===== src/rtl/i2s_mic_pkg.sv =====
package i2s_mic_pkg;
  localparam int unsigned SLOT_BITS   = 32;
  localparam int unsigned SAMPLE_BITS = 18;
  localparam int unsigned DIV_BITS    = 8;

  typedef enum logic {
    CH_LEFT  = 1'b0,
    CH_RIGHT = 1'b1
  } chan_e;
endpackage


===== src/rtl/i2s_bclk_gen.sv =====
module i2s_bclk_gen #(
  parameter int unsigned DIV_W = 8
) (
  input  logic             clk_i,
  input  logic             rst_ni,
  input  logic [DIV_W-1:0] div_i,
  output logic             bclk_o,
  output logic             fall_o
);
  logic [DIV_W-1:0] cnt_q;
  logic             bclk_q;
  logic             wrap;

  assign wrap = (cnt_q >= div_i);

  always_ff @(posedge clk_i or negedge rst_ni) begin
    if (!rst_ni) begin
      cnt_q  <= '0;
      bclk_q <= 1'b0;
    end else if (wrap) begin
      cnt_q  <= '0;
      bclk_q <= ~bclk_q;
    end else begin
      cnt_q <= cnt_q + 1'b1;
    end
  end

  assign bclk_o = bclk_q;
  // high in the cycle whose closing edge drops bclk
  assign fall_o = wrap & bclk_q;
endmodule


===== src/rtl/i2s_slot_ctrl.sv =====
module i2s_slot_ctrl #(
  parameter int unsigned SLOT_W = 32,
  localparam int unsigned IDX_W = $clog2(SLOT_W)
) (
  input  logic             clk_i,
  input  logic             rst_ni,
  input  logic             fall_i,
  output logic             ws_o,
  output logic [IDX_W-1:0] bit_idx_o,
  output logic             last_o
);
  localparam logic [IDX_W-1:0] LastIdx = IDX_W'(SLOT_W - 1);

  logic [IDX_W-1:0] idx_q;
  logic             ws_q;

  assign last_o = fall_i & (idx_q == LastIdx);

  always_ff @(posedge clk_i or negedge rst_ni) begin
    if (!rst_ni) begin
      idx_q <= '0;
      ws_q  <= 1'b0;
    end else if (fall_i) begin
      if (last_o) begin
        idx_q <= '0;
        ws_q  <= ~ws_q;
      end else begin
        idx_q <= idx_q + 1'b1;
      end
    end
  end

  assign ws_o      = ws_q;
  assign bit_idx_o = idx_q;
endmodule


===== src/rtl/i2s_capture.sv =====
module i2s_capture #(
  parameter int unsigned SAMPLE_W = 18,
  parameter int unsigned IDX_W    = 5
) (
  input  logic                clk_i,
  input  logic                rst_ni,
  input  logic                fall_i,
  input  logic                last_i,
  input  logic [IDX_W-1:0]    bit_idx_i,
  input  logic                ws_i,
  input  logic                sd_i,
  output logic [SAMPLE_W-1:0] sample_o,
  output logic                chan_o,
  output logic                valid_o
);
  localparam logic [IDX_W:0] TakeLim = (IDX_W+1)'(SAMPLE_W);

  logic [SAMPLE_W-1:0] sh_q, sh_d, smp_q;
  logic                take, chan_q, vld_q;

  assign take = fall_i & ({1'b0, bit_idx_i} < TakeLim);

  generate
    if (SAMPLE_W > 1) begin : g_wide
      assign sh_d = take ? {sh_q[SAMPLE_W-2:0], sd_i} : sh_q;
    end else begin : g_one
      assign sh_d = take ? sd_i : sh_q;
    end
  endgenerate

  always_ff @(posedge clk_i or negedge rst_ni) begin
    if (!rst_ni) begin
      sh_q   <= '0;
      smp_q  <= '0;
      chan_q <= 1'b0;
      vld_q  <= 1'b0;
    end else begin
      sh_q  <= sh_d;
      vld_q <= last_i;
      if (last_i) begin
        smp_q  <= sh_d;
        chan_q <= ws_i;
      end
    end
  end

  assign sample_o = smp_q;
  assign chan_o   = chan_q;
  assign valid_o  = vld_q;
endmodule


===== src/rtl/i2s_mic_rx.sv =====
module i2s_mic_rx
  import i2s_mic_pkg::*;
#(
  parameter int unsigned DIV_W    = DIV_BITS,
  parameter int unsigned SLOT_W   = SLOT_BITS,
  parameter int unsigned SAMPLE_W = SAMPLE_BITS,
  localparam int unsigned IDX_W   = $clog2(SLOT_W)
) (
  input  logic                clk_i,
  input  logic                rst_ni,
  input  logic [DIV_W-1:0]    div_i,
  input  logic                sd_i,
  output logic                bclk_o,
  output logic                ws_o,
  output logic [SAMPLE_W-1:0] sample_o,
  output logic                chan_o,
  output logic                sample_valid_o
);
  logic             fall;
  logic             last;
  logic             ws;
  logic [IDX_W-1:0] bit_idx;

  i2s_bclk_gen #(.DIV_W(DIV_W)) u_clk (
    .clk_i  (clk_i),
    .rst_ni (rst_ni),
    .div_i  (div_i),
    .bclk_o (bclk_o),
    .fall_o (fall)
  );

  i2s_slot_ctrl #(.SLOT_W(SLOT_W)) u_slot (
    .clk_i     (clk_i),
    .rst_ni    (rst_ni),
    .fall_i    (fall),
    .ws_o      (ws),
    .bit_idx_o (bit_idx),
    .last_o    (last)
  );

  i2s_capture #(.SAMPLE_W(SAMPLE_W), .IDX_W(IDX_W)) u_cap (
    .clk_i     (clk_i),
    .rst_ni    (rst_ni),
    .fall_i    (fall),
    .last_i    (last),
    .bit_idx_i (bit_idx),
    .ws_i      (ws),
    .sd_i      (sd_i),
    .sample_o  (sample_o),
    .chan_o    (chan_o),
    .valid_o   (sample_valid_o)
  );

  assign ws_o = ws;
endmodule


===== config.mk =====
export PLATFORM = sky130hd
export DESIGN_NAME = i2s_mic_rx
export DESIGN_NICKNAME = d
export VERILOG_FILES = /design/src/rtl/i2s_mic_pkg.sv /design/src/rtl/i2s_bclk_gen.sv /design/src/rtl/i2s_slot_ctrl.sv /design/src/rtl/i2s_capture.sv /design/src/rtl/i2s_mic_rx.sv
export SDC_FILE = /design/constraint.sdc
export NUM_CORES = 1
export LEC_CHECK = 0
export BUFFER_PORTS_ARGS = -buffer_cell sky130_fd_sc_hd__buf_2
export CAP_MARGIN = 10
export CORE_MARGIN = 2
export CORE_UTILIZATION = 35
export DETAILED_ROUTE_END_ITERATION = 8
export PLACE_DENSITY = 0.59
export SETUP_SLACK_MARGIN = 0.1
export SYNTH_ARGS = -nofsm -noshare
export SYNTH_HDL_FRONTEND = slang
export SYNTH_HIERARCHICAL = 1
export SYNTH_SLANG_ARGS = --single-unit

===== constraint.sdc =====
create_clock -name clk_i -period 5.4 [get_ports clk_i]
set_clock_uncertainty 0.05 [all_clocks]
set_input_delay 1.62 -clock clk_i [delete_from_list [all_inputs] [get_ports clk_i]]
set_output_delay 1.62 -clock clk_i [all_outputs]
set_load 0.05 [all_outputs]

==> run metrics <==
outcome=finished clean; first-pass GRT wire length=7350 um; dominant cells by area after synthesis=dfrtp_1 56%, ha_1 5.8%, a31oi_1 4.8%; Final Worst Setup Slack=1.39 ns; fraction of layout cells with a size suffix above 1=19.2%; cells after synthesis=228; fin crit period=4.01 ns; Post-Syn Nets=250; pre-CTS WS=1.04 ns; DRT Wirelength=4250 um; leak pwr=1.44 nW; Setup TNS=0 ns; Synth top area share=56.1%; GRT Util Overall=12.3%; Worst Hold Class=reg2reg; clock root cell=clkbuf_8; area leader, netlist=dfrtp_1; synth cell count leaders=53 x dfrtp_1, 28 x nor2_1, 22 x nand2_1, 22 x nand3_1, 20 x o21ai_0; worst-path fanout max=18; Placeable Area=0.00646 sq mm; Die X-Extent=86.2 um; startpoint types=input port; period utilization=74.3%; Post-CTS Hold Buffers=0; residual DRC count=0; crit path DAT=4.12 ns; Worst setup EP type=flip-flop; antenna-violating nets left=0; total number of vias=1,691; GRT overflow=0; Async SR Flop Fraction=100%; via/cell ratio=5.02; worst path required time=5.51 ns; initial antenna violation count=0; fin. max-slew vios=0; postcts setup bufs=0; Post-synth EDFFs=0; die area=0.00743 sq mm; CTS tree=built; Max clock buf depth=2; largest net degree at the start of global routing=54; Seq/Total Area, Yosys=56.1%; CTS resizes=0; NumNets Final=282; Skew-Pair Late Insertion Delay=0.29 ns; number of CTS-inserted buffers=5; Max Cap Viol=0; most common cell in the synthesized netlist=dfrtp_1; final setup fails=0; n_diodes=0; Ports=33; top_reg_cell synth=dfrtp_1; RePlAce Congestion=0.756; VDD IR max=0.150 mV; DRT Pass-1 Iters=4; wire length per cell=12.6 um; initial drt markers=129; cell area power density=360 mW/mm^2; kind of critical path=in2reg; warnings from Yosys=6; Final Hold Viols=0; vias in the first global route=1,623; DIE HEIGHT=86.2 um; worst slew pin tran=0.783 ns; HPWL after DPL=2830 um; Area Overhead vs Synth=13.2%; Core Util, Final=41.5%; clock slew at reported path FFs=0.08 ns; Synth Area per Inst=10.4 sq um; maximum clock frequency=0.249 GHz; count of cell types in the netlist=31; row cnt=29; clock sink total=53; Synth Cell Area=0.00237 sq mm; H-tree level count=2; Reg2Reg Setup Slack=2.30 ns; Starting Density=36.6%; RSZ-0062 raised after global routing=false; Synth Register Bits=53; Port Buffer Count=32; Slew HR=47.8%
per-layer routing:
| layer | track usage, % | vias to the layer above | part of all wire, % |
|---|---|---|---|
| li1 | - | 846 | - |
| met1 | 16.7 | 800 | 49 |
| met2 | 19.8 | 43 | 45 |
| met3 | 3.14 | 2 | 5.5 |
| met4 | 3.41 | 0 | 0.38 |
| met5 | 0 | - | 0 |
kinds of logic after synthesis:
kind of cell,Yosys count,share of synthesized area (%)
buffers and inverters,22,4.28
adder cells (fa/ha/maj),11,5.82
AO/OA/AOI/OAI,49,14.0
flip-flops,53,56.1
AND/OR/NAND/NOR,82,15.5
multiplexers,3,1.43
XOR/XNOR,8,2.96
power breakdown:
| group | internal [mW] | switching, mW | total [mW] |
|---|---|---|---|
| combinational | 0.0919 | 0.148 | 0.240 |
| clock | 0.102 | 0.120 | 0.222 |
| sequential | 0.448 | 0.0554 | 0.503 |
| total | 0.641 | 0.324 | 0.965 |
path summary, 6_finish.rpt:
path,from,end,cells after the start
max,div_i[0],u_cap/sample_o[3],9
min,u_clk/bclk_o,u_clk/bclk_o,1
max reg2reg,u_clk/cnt_q[0],u_cap/sample_o[3],9
min reg2reg,u_clk/bclk_o,u_clk/bclk_o,1
max in group asynchronous,rst_ni,u_slot/bit_idx_o[2],2
min in group asynchronous,rst_ni,u_cap/sh_q[15],2
area by class of cell:
type / instances / area (sq um)
clock buffers: 6 / 82.6
fillers: 642 / 3780
inverters: 12 / 45.0
multi-input cells: 153 / 938
clock inverters: 1 / 7.51
flip-flops and latches: 53 / 1330
well taps: 77 / 96.3
repair buffers: 35 / 183
state kept, by name, indices dropped and copies added, names as in the netlist:
name,cells
u_cap/valid_o,1
u_clk/cnt_q,8
u_cap/sh_q,18
u_slot/ws_o,1
u_slot/bit_idx_o,5
u_cap/chan_o,1
u_clk/bclk_o,1
u_cap/sample_o,18
critical path, stage by stage:
cell	delay [ns]
buf_2	0.10
ha_1	0.26
nand2b_1	0.10
a2111oi_2	0.08
o41ai_4	0.56
and2_1	0.54
inv_1	0.38
o21ai_0	0.35
a31oi_1	0.12
stage by stage:
step	std cells	power, mW	hold slack [ns]	instance area, sq um
CTS	337	0.979	0.442	2680
global route	337	1.04	0.486	2680
detailed placement	330	0.753	0.429	2590
global placement	330	0.751	0.435	2590
finish	337	0.965	0.435	2680
floorplan	228	0.699	0.426	2370
cells in the final DEF, fill, tap and decap left out, types with 3 or more instances in the layout:
cell and count:
a31oi_1 18, and3_1 4, buf_2 32, buf_4 3, clkbuf_8 6, dfrtp_1 53, ha_1 11, inv_1 12
mux2_2 3, nand2_1 22, nand3_1 22, nor2_1 28, o21ai_0 20, xor2_1 6
(Power assumes the default switching activity.)
